==> src/rtl/gfmul_pkg.sv <==
package gfmul_pkg;
    timeunit 1ns;
    timeprecision 1ps;

    typedef enum logic [1:0] {
        OP_LOAD  = 2'd0,
        OP_MUL   = 2'd1,
        OP_READ  = 2'd2,
        OP_CLEAR = 2'd3
    } gf_op_e;

    typedef enum logic [2:0] {
        ST_IDLE,
        ST_LOAD,
        ST_MUL,
        ST_READ,
        ST_CLEAR
    } gf_state_e;

    function automatic int cdiv(input int a, input int b);
        return (a + b - 1) / b;
    endfunction

    function automatic int wbits(input int v);
        return ($clog2(v) > 0) ? $clog2(v) : 1;
    endfunction
endpackage

==> src/rtl/gfmul_dense_mem.sv <==
module gfmul_dense_mem
    import gfmul_pkg::*;
#(
    parameter int P  = 37,
    parameter int BW = 8
) (
    input  logic                                  clk,
    input  logic                                  rst,
    input  logic                                  restart_i,
    input  logic                                  wr_en_i,
    input  logic [BW-1:0]                         din_i,
    output logic                                  last_o,
    output logic [((P + BW - 1) / BW)*BW-1:0]     dense_o
);
    timeunit 1ns;
    timeprecision 1ps;

    localparam int W    = cdiv(P, BW);
    localparam int KW   = wbits(W + 1);
    localparam int PADB = W * BW - P;
    localparam logic [BW-1:0] LASTMASK = BW'({BW{1'b1}} >> PADB);

    logic [BW-1:0] words [W];
    logic [KW-1:0] ptr;
    logic          at_last;

    assign at_last = (ptr == KW'(W - 1));
    assign last_o  = wr_en_i && at_last;

    always_ff @(posedge clk) begin
        if (rst) begin
            ptr <= '0;
            for (int i = 0; i < W; i++) words[i] <= '0;
        end else if (restart_i) begin
            ptr <= '0;
        end else if (wr_en_i) begin
            words[ptr] <= at_last ? (din_i & LASTMASK) : din_i;
            ptr        <= at_last ? '0 : ptr + 1'b1;
        end
    end

    always_comb begin
        for (int i = 0; i < W; i++) dense_o[i*BW +: BW] = words[i];
    end


    ptr_range_chk: assert property (@(posedge clk) disable iff (rst)
        ptr < KW'(W));
endmodule

==> src/rtl/gfmul_core.sv <==
module gfmul_core
    import gfmul_pkg::*;
#(
    parameter int P   = 37,
    parameter int BW  = 8,
    parameter int TPC = 4
) (
    input  logic                                    clk,
    input  logic                                    rst,
    input  logic [((P + BW - 1) / BW)*BW-1:0]       dense_i,
    input  logic                                    list_clr_i,
    input  logic                                    wr_en_i,
    input  logic [$clog2(P)-1:0]                    wr_pos_i,
    input  logic                                    start_i,
    input  logic                                    clr_en_i,
    input  logic [$clog2(((P + BW - 1) / BW) + 1)-1:0] clr_idx_i,
    output logic                                    busy_o,
    output logic [2*((P + BW - 1) / BW)*BW-1:0]     acc_o
);
    timeunit 1ns;
    timeprecision 1ps;

    localparam int W    = cdiv(P, BW);
    localparam int KW   = wbits(W + 1);
    localparam int CW   = wbits(TPC + 1);
    localparam int POSW = $clog2(P);
    localparam int AW   = wbits(2 * W);
    localparam int RW   = wbits(BW);

    logic [POSW-1:0]         list [TPC];
    logic [CW-1:0]           n_q;
    logic [CW-1:0]           idx_q;
    logic [KW-1:0]           k_q;
    logic [BW-1:0]           abuf_q;
    logic                    busy_q;
    logic [BW-1:0]           acc [2*W];

    logic [(W+1)*BW-1:0]     dpad;
    logic [POSW-1:0]         e;
    logic [RW-1:0]           r;
    logic [AW-1:0]           widx;
    logic [BW-1:0]           cur;
    logic [BW-1:0]           word;

    assign dpad = {{BW{1'b0}}, dense_i};
    assign e    = (idx_q < CW'(TPC)) ? list[idx_q] : '0;
    assign r    = RW'(int'(e) % BW);
    assign widx = AW'(int'(e) / BW) + AW'(k_q);
    assign cur  = dpad[int'(k_q)*BW +: BW];
    // alignment stage: new line shifted up, parked bits of previous line shifted down
    assign word = (cur << r) | (abuf_q >> (BW - int'(r)));

    always_ff @(posedge clk) begin
        if (rst) begin
            n_q <= '0;
            for (int i = 0; i < TPC; i++) list[i] <= '0;
        end else if (list_clr_i) begin
            n_q <= '0;
        end else if (wr_en_i && (n_q < CW'(TPC))) begin
            list[n_q] <= wr_pos_i;
            n_q       <= n_q + 1'b1;
        end
    end

    always_ff @(posedge clk) begin
        if (rst) begin
            busy_q <= 1'b0;
            idx_q  <= '0;
            k_q    <= '0;
            abuf_q <= '0;
        end else if (start_i) begin
            busy_q <= (n_q != '0);
            idx_q  <= '0;
            k_q    <= '0;
            abuf_q <= '0;
        end else if (busy_q) begin
            if (k_q == KW'(W)) begin
                k_q    <= '0;
                abuf_q <= '0;
                idx_q  <= idx_q + 1'b1;
                if (idx_q + 1'b1 == n_q) busy_q <= 1'b0;
            end else begin
                k_q    <= k_q + 1'b1;
                abuf_q <= cur;
            end
        end
    end

    always_ff @(posedge clk) begin
        if (rst) begin
            for (int i = 0; i < 2*W; i++) acc[i] <= '0;
        end else if (clr_en_i) begin
            acc[int'(clr_idx_i)]     <= '0;
            acc[int'(clr_idx_i) + W] <= '0;
        end else if (busy_q) begin
            acc[widx] <= acc[widx] ^ word;
        end
    end

    always_comb begin
        for (int i = 0; i < 2*W; i++) acc_o[i*BW +: BW] = acc[i];
    end

    assign busy_o = busy_q;


    busy_idx_chk: assert property (@(posedge clk) disable iff (rst)
        busy_q |-> (idx_q < n_q));
endmodule

==> src/rtl/gfmul_fold.sv <==
module gfmul_fold
    import gfmul_pkg::*;
#(
    parameter int P     = 37,
    parameter int BW    = 8,
    parameter int NCORE = 2
) (
    input  logic [NCORE*2*((P + BW - 1) / BW)*BW-1:0] acc_i,
    output logic [((P + BW - 1) / BW)*BW-1:0]         res_o
);
    timeunit 1ns;
    timeprecision 1ps;

    localparam int W    = cdiv(P, BW);
    localparam int ACCB = 2 * W * BW;

    logic [ACCB-1:0] merged;

    always_comb begin
        merged = '0;
        for (int c = 0; c < NCORE; c++) merged = merged ^ acc_i[c*ACCB +: ACCB];
    end

    always_comb begin
        res_o = '0;
        for (int i = 0; i < P; i++) res_o[i] = merged[i] ^ merged[i + P];
    end
endmodule

==> src/rtl/gfmul_sparse_dense.sv <==
module gfmul_sparse_dense
    import gfmul_pkg::*;
#(
    parameter int P     = 37,
    parameter int BW    = 8,
    parameter int NCORE = 2,
    parameter int TMAX  = 8
) (
    input  logic                 clk,
    input  logic                 rst,
    input  logic                 req_i,
    input  logic [1:0]           op_i,
    input  logic [BW-1:0]        din_i,
    input  logic                 din_vld_i,
    input  logic [$clog2(P)-1:0] pos_i,
    input  logic                 pos_vld_i,
    output logic                 ack_o,
    output logic [BW-1:0]        res_o,
    output logic                 res_vld_o
);
    timeunit 1ns;
    timeprecision 1ps;

    localparam int W    = cdiv(P, BW);
    localparam int TPC  = cdiv(TMAX, NCORE);
    localparam int KW   = wbits(W + 1);
    localparam int PCW  = wbits(TMAX + 1);
    localparam int CSW  = wbits(NCORE);
    localparam int ACCB = 2 * W * BW;
    localparam int PADB = W * BW - P;
    localparam logic [BW-1:0] LASTMASK = BW'({BW{1'b1}} >> PADB);

    gf_state_e               state;
    logic [KW-1:0]           step;
    logic [PCW-1:0]          pcnt;
    logic [CSW-1:0]          csel;
    logic                    ack_q;
    logic                    vld_q;
    logic [BW-1:0]           res_q;

    logic [W*BW-1:0]         dense_flat;
    logic                    load_last;
    logic [NCORE-1:0]        busy_vec;
    logic [NCORE*ACCB-1:0]   acc_flat;
    logic [W*BW-1:0]         fold_res;

    logic                    idle_req;
    logic                    load_go;
    logic                    mul_go;
    logic                    din_we;
    logic                    pos_we;
    logic                    clr_en;

    assign idle_req = req_i && (state == ST_IDLE);
    assign load_go  = idle_req && (gf_op_e'(op_i) == OP_LOAD);
    assign mul_go   = idle_req && (gf_op_e'(op_i) == OP_MUL);
    assign din_we   = (state == ST_LOAD) && din_vld_i;
    assign pos_we   = (state == ST_LOAD) && pos_vld_i && (pcnt < PCW'(TMAX));
    assign clr_en   = (state == ST_CLEAR);

    gfmul_dense_mem #(.P(P), .BW(BW)) dmem_i (
        .clk       (clk),
        .rst       (rst),
        .restart_i (load_go),
        .wr_en_i   (din_we),
        .din_i     (din_i),
        .last_o    (load_last),
        .dense_o   (dense_flat)
    );

    for (genvar c = 0; c < NCORE; c++) begin : g_core
        gfmul_core #(.P(P), .BW(BW), .TPC(TPC)) core_i (
            .clk        (clk),
            .rst        (rst),
            .dense_i    (dense_flat),
            .list_clr_i (load_go),
            .wr_en_i    (pos_we && (csel == CSW'(c))),
            .wr_pos_i   (pos_i),
            .start_i    (mul_go),
            .clr_en_i   (clr_en),
            .clr_idx_i  (step),
            .busy_o     (busy_vec[c]),
            .acc_o      (acc_flat[c*ACCB +: ACCB])
        );
    end

    gfmul_fold #(.P(P), .BW(BW), .NCORE(NCORE)) fold_i (
        .acc_i (acc_flat),
        .res_o (fold_res)
    );

    always_ff @(posedge clk) begin
        if (rst) begin
            state <= ST_IDLE;
            step  <= '0;
            pcnt  <= '0;
            csel  <= '0;
            ack_q <= 1'b0;
            vld_q <= 1'b0;
            res_q <= '0;
        end else begin
            ack_q <= 1'b0;
            vld_q <= 1'b0;
            unique case (state)
                ST_IDLE: begin
                    if (req_i) begin
                        step <= '0;
                        unique case (gf_op_e'(op_i))
                            OP_LOAD: begin
                                state <= ST_LOAD;
                                pcnt  <= '0;
                                csel  <= '0;
                            end
                            OP_MUL:   state <= ST_MUL;
                            OP_READ:  state <= ST_READ;
                            OP_CLEAR: state <= ST_CLEAR;
                            default:  state <= ST_IDLE;
                        endcase
                    end
                end
                ST_LOAD: begin
                    if (pos_we) begin
                        pcnt <= pcnt + 1'b1;
                        csel <= (csel == CSW'(NCORE - 1)) ? '0 : csel + 1'b1;
                    end
                    if (load_last) begin
                        state <= ST_IDLE;
                        ack_q <= 1'b1;
                    end
                end
                ST_MUL: begin
                    if (busy_vec == '0) begin
                        state <= ST_IDLE;
                        ack_q <= 1'b1;
                    end
                end
                ST_READ: begin
                    res_q <= fold_res[int'(step)*BW +: BW];
                    vld_q <= 1'b1;
                    if (step == KW'(W - 1)) begin
                        state <= ST_IDLE;
                        ack_q <= 1'b1;
                    end else begin
                        step <= step + 1'b1;
                    end
                end
                ST_CLEAR: begin
                    if (step == KW'(W - 1)) begin
                        state <= ST_IDLE;
                        ack_q <= 1'b1;
                    end else begin
                        step <= step + 1'b1;
                    end
                end
                default: state <= ST_IDLE;
            endcase
        end
    end

    assign ack_o     = ack_q;
    assign res_o     = res_q;
    assign res_vld_o = vld_q;


    ack_pulse_chk: assert property (@(posedge clk) disable iff (rst)
        ack_o |=> !ack_o);


    vld_src_chk: assert property (@(posedge clk) disable iff (rst)
        res_vld_o |-> ($past(state) == ST_READ));


    pad_zero_chk: assert property (@(posedge clk) disable iff (rst)
        (res_vld_o && ack_o) |-> ((res_o & ~LASTMASK) == '0));


    idle_cores_chk: assert property (@(posedge clk) disable iff (rst)
        (state != ST_MUL) |-> (busy_vec == '0));
endmodule

==> config.mk <==
export PLATFORM = sky130hd
export DESIGN_NAME = gfmul_sparse_dense
export DESIGN_NICKNAME = d
export VERILOG_FILES = /design/src/rtl/gfmul_pkg.sv /design/src/rtl/gfmul_dense_mem.sv /design/src/rtl/gfmul_core.sv /design/src/rtl/gfmul_fold.sv /design/src/rtl/gfmul_sparse_dense.sv
export SDC_FILE = /design/constraint.sdc
export NUM_CORES = 1
export LEC_CHECK = 0
export BUFFER_PORTS_ARGS = -buffer_cell sky130_fd_sc_hd__buf_2
export CORE_MARGIN = 1.5
export CORE_UTILIZATION = 47
export CTS_BUF_LIST = sky130_fd_sc_hd__clkbuf_2
export DETAILED_ROUTE_END_ITERATION = 10
export PLACE_DENSITY_LB_ADDON = 0.12
export SYNTH_ARGS = -nofsm -noshare
export SYNTH_HDL_FRONTEND = slang
export SYNTH_SLANG_ARGS = --single-unit
export TNS_END_PERCENT = 100
==> constraint.sdc <==
create_clock -name clk -period 4.4 [get_ports clk]
set_clock_uncertainty 0.1 [all_clocks]
set_input_delay 0.22 -clock clk [delete_from_list [all_inputs] [get_ports clk]]
set_output_delay 0.22 -clock clk [all_outputs]
set_load 0.01 [all_outputs]
Word level (Yosys, flattened, before mapping)

Memories as Yosys holds them, arrays and structs flattened. A register that Yosys moved wholly into a read port is not among the register bits.
Cells that the tools add are included.

Add/sub/neg operators: 15
Magnitude comparators: 5
Equality and inequality tests: 20
Shift-type cells: 7
Mux-type cells: 95
Bitwise logic cells: 43
Reduce and logical (&&, ||, !) cells: 35

Operators by type and width:

| cell                                              | count |
|---|---|
| indexed part select 48 x 7 -> 8 bit               | 2 |
| 2-to-1 mux 8 bit                                  | 10 |
| bitwise XOR 74 bit                                | 1 |
| >> shifter 8 x 32 -> 8 bit                        | 2 |
| OR reduction 8 bit                                | 7 |
| 2-to-1 mux 1 bit                                  | 50 |
| indexed part select 40 x 7 -> 8 bit               | 1 |
| bitwise XOR 1 bit                                 | 37 |
| 2-to-1 mux 4 bit                                  | 9 |
| 2-to-1 mux 3 bit                                  | 10 |
| adder 3 x 1 -> 3 bit, second input constant       | 8 |
| 2-to-1 mux 6 bit                                  | 4 |
| one-hot mux 3 bit (4 select lines)                | 2 |
| bitwise OR 8 bit                                  | 2 |
| << shifter 8 x 3 -> 8 bit                         | 2 |
| bitwise XOR 8 bit                                 | 2 |
| == test 3 bit, second input constant              | 5 |
| less-than comparator 3 bit, second input constant | 4 |
| 2-to-1 mux 2 bit                                  | 6 |
| OR reduction 6 bit                                | 2 |
| logical AND 1 bit                                 | 11 |
| subtractor 4 x 3 -> 5 bit, first input constant   | 2 |
| adder 3 x 3 -> 4 bit                              | 2 |
| != test 2 bit, second input constant              | 4 |
| other kinds (23)                                  | 35 |

Register bits after elaboration: 60
RAM bits: 248
Bits of input ports: 21
Output and inout bits: 10
Logic and storage cells: 243
Memories: 5

Memory list:

| memory                | words | bits a word | read ports | clocked after Yosys merged registers in | wr ports | line                  | text |
|---|---|---|---|---|---|---|---|
| g_core[0].core_i.acc  | 10    | 8           | 11         | 0                                       | 10       | gfmul_core.sv:36      | `logic [BW-1:0] acc [2*W];` |
| g_core[1].core_i.acc  | 10    | 8           | 11         | 0                                       | 10       | gfmul_core.sv:36      |  |
| dmem_i.words          | 5     | 8           | 5          | 0                                       | 5        | gfmul_dense_mem.sv:23 | `logic [BW-1:0] words [W];` |
| g_core[0].core_i.list | 4     | 6           | 1          | 1                                       | 4        | gfmul_core.sv:30      | `logic [POSW-1:0] list [TPC];` |
| g_core[1].core_i.list | 4     | 6           | 1          | 1                                       | 4        | gfmul_core.sv:30      |  |

Depth between registers and ports, before layout

Depth after elaboration: 11
Gate-level depth with buffers: 16
Depth with buffers taken out: 11

By module

From an unflattened synthesis, not the netlist that was laid out.

Cells, all modules: 2215
Area, all modules: 21279.2 um2

By module, submodules not included:

| module                         | times used | cells each | area an instance (um2) |
|---|---|---|---|
| gfmul_core at g_core[0].core_i | 1          | 907        | 8659.6 |
| gfmul_core at g_core[1].core_i | 1          | 898        | 8478.1 |
| gfmul_dense_mem                | 1          | 122        | 1696.6 |
| gfmul_sparse_dense             | 1          | 173        | 1446.4 |
| gfmul_fold                     | 1          | 115        | 998.5 |

Worst setup path before layout

Ideal clock, no wire load.

Kind: register -> register
Start point: reg (tool-made name)
End point: mem g_core[0].core_i.acc[6][5]
Library setup time: 0.122 ns
Data arrival time: 3.992 ns
Required time: 4.178 ns
Slack: 0.186 ns
Cell stages (with the launch flop): 13
Cells stage by stage: dfxtp_1 buf_6 mux4_2 nor2b_1 ha_1 fa_1 buf_2 clkbuf_1 mux4_2 mux4_2 a41o_4 nor2_8 o21ai_1

RTL lines:

| element   | line |
|---|---|
| to (decl) | gfmul_core.sv:36 |

==> metrics <==
final routed wirelength across all metal layers=60100 um; async set-reset flop share out of synthesis=0; HPWL Detailed=42800 um; drc violations=0; RSZ-0062 raised after global routing=false; Clock Latency Late Sink=1.16 ns; portion of netlist area occupied by mux cells=0.141; synth unique cells=87; Tot GR Track Use=0.270; Total Power=7.55 mW; Max-cap violations=0; Critical Path Source Type=flip-flop; via count of the first global-routing pass=16400; sequential cell area fraction in the yosys report=0.438; share of post-route cells with drive strength above 1=0.187; post-synthesis area per instance=9.89 um^2; placer's final routability congestion estimate=0.897; Post-Synth XOR/XNOR Area=0.0644; final clock period utilization by the worst path=0.906; most common cell after layout, fill and taps aside=dfxtp_1; antenna viol nets, final=0; sum of overflow across all layers after global routing=0; leading cell types in the layout, fill and taps excluded=320 x dfxtp_1, 277 x nand2_1, 201 x o21ai_0; compound-cell area share of the yosys netlist=0.139; mapped cell area=0.0207 mm^2; largest family of logic cells by synthesized area=simple AND/OR/NAND/NOR gates; worst slew pin tran=1.11 ns; final core utilization=0.533; synthesized-area fraction occupied by adder cells=0.0183; power density of the placed cells=328 mW/mm^2; slack of the worst reg-to-reg path=0.42 ns; wire length of the first global-routing pass=93100 um; worst min-delay path endpoint=dmem_i.ptr[1]; First-pass DRT Iterations=5; count of buffers inserted at the top-level ports=30; crit end category=flip-flop; start point of the worst hold path=din_vld_i; Worst Setup Path Type=reg -> reg; maximum number of pins on one net before global-route repair=56; instance count after placement with tap cells included=2674; maximum root-to-sink buffer count=3; capture point of the worst reg-to-reg path=g_core[0].core_i.acc[8][1]; die area=0.0452 mm^2; number of violations reported at the end of detailed-routing iteration 0=1282; r2r worst-path depth=10; core region area=0.0433 mm^2; clock root buffer=clkbuf_2; mean routed wirelength per cell=20.7 um; predominant post-synthesis flop cell=dfxtp_1; crit path max fanout=31; post-synthesis instance total=2090; Hold Crit Depth=5; Simple-Gate Fraction of Synth Area=0.165; TritonCTS clock tree=done; filler-free cell count of the finished design=2906; number of antenna violations at the first check in global routing=2; clk sinks=408; total number of placement rows=76; total count of hold-check failures in the final report=0; buffers inserted during post-CTS setup optimization=0; Post-Syn Nets=2140; maximum level of the CTS H-tree=3; Max Freq=251 MHz; initial core utilization=0.478; setup slack at placement=0.403 ns; outcome=completed; Die Y=213 um; I/O pin total=31; Final Critical Period=3.98 ns; worst vdd ir=0.252 mV; post-synthesis register bit count=408; area overhead of the layout relative to synthesis=11.5%; EDFF count, synth=88; data required time at the worst endpoint=5.32 ns; number of CTS-inserted buffers=105; number of pins with negative max-slew slack in the final report=0; Syn. warnings=0; final setup slack of the worst path=0.415 ns; die extent in x=213 um; class of the tightest hold or removal check=in -> reg; register clock-pin slew on the reported worst setup and hold paths=0.11 ns; total leakage power=8.59 nW; vias=16800; endpoint arrival time on the critical path=4.91 ns; net count of the finished layout=2290; final count of negative-setup-slack endpoints=0; Avg Vias per Cell=5.78; Max-slew headroom=0.256; summed negative setup slack over all endpoints=0 ns
through the flow:
step	hold slack, ns	instance area (um^2)
3_5_place_dp	0.341	21700
3_3_place_gp	0.336	21700
5_1_grt	0.0145	23000
4_1_cts	0.00418	23000
2_1_floorplan	0.318	20700
6_report	0.107	23000
flip-flops by register name (all words and copies together), names as in the netlist, named ones only:
| name | count |
|---|---|
| g_core.core_i.acc | 256 |
| g_core.core_i.list | 48 |
| dmem_i.words | 40 |
| g_core.core_i.abuf_q | 16 |
| res_o | 8 |
| g_core.core_i.idx_q | 6 |
| g_core.core_i.k_q | 6 |
| g_core.core_i.n_q | 6 |
| pcnt | 4 |
| dmem_i.ptr | 3 |
| state | 3 |
| step | 3 |
| g_core.core_i.busy_o | 2 |
| ack_o | 1 |
| csel | 1 |
| res_vld_o | 1 |
where the power goes:
group / switching [mW] / internal, mW
sequential: 0.0677 / 3.91
combinational: 0.594 / 0.377
clock: 1.61 / 0.992
total: 2.27 / 5.28
metal layers:
metal / share of wire / wire length [um] / global-route usage / vias up
met3: 0.057 / 3450 / 0.0471 / 113
met1: 0.43 / 25900 / 0.352 / 8154
met2: 0.47 / 28400 / 0.439 / 564
li1: - / - / - / 7957
met4: 0.038 / 2270 / 0.122 / 0
met5: 0 / 0 / 0 / -
synthesized netlist by cell type (47+ instances only):
cell | count | share of area
clkbuf_1 | 60 | 0.011
xor2_1 | 47 | 0.020
o21ai_0 | 201 | 0.049
a21oi_1 | 73 | 0.018
and2_1 | 61 | 0.018
o21ai_1 | 60 | 0.015
nor2_1 | 124 | 0.023
dfxtp_1 | 320 | 0.31
nand3_1 | 110 | 0.027
edfxtp_1 | 88 | 0.13
mux2i_1 | 52 | 0.025
xnor2_1 | 92 | 0.039
mux4_2 | 100 | 0.11
nand2_1 | 277 | 0.050
worst max path at each step:
stage	slack, ns	end	start
global route	0.21	g_core[1].core_i.acc[5][4]	flip-flop
finish	0.42	g_core[0].core_i.acc[8][1]	flip-flop
CTS	0.44	g_core[0].core_i.acc[8][1]	flip-flop
floorplan	0.19	g_core[0].core_i.acc[6][5]	flip-flop
global placement	0.47	g_core[0].core_i.acc[14][6]	flip-flop
detailed placement	0.40	g_core[0].core_i.acc[12][1]	flip-flop
critical path, cell delays in order, from the launching register on:
cell	delay [ns]
dfxtp_1	0.38
buf_4	0.19
mux4_1	0.55
nor2b_1	0.17
fa_2	0.62
buf_12	0.23
mux4_2	0.57
mux4_2	0.50
xor2_1	0.20
buf_4	0.20
o21ai_0	0.17
repair_timing:
item / CTS / global route
hold buffers: 44 / 0
gates resized for setup: 0 / 0
endpoints found under the hold margin: 251 / 0
endpoints found under the setup margin: 0 / 0
cell type report:
class                      count  area, um^2
fill                        3991       20200
multi-input combinational   1532       10900
sequential                   408        9050
timing repair buffer         163        1310
clock buffer                 153         766
tap                          585         732
clock inverter                31         159
inverter                      30         115
antenna                        4        10.0
cell families after synthesis:
family,after synthesis
fa+ha+maj,29
buf+inv,150
flops,408
xor+xnor,146
mux,159
simple gates,719
compound gates,479
(Power assumes the default switching activity.)
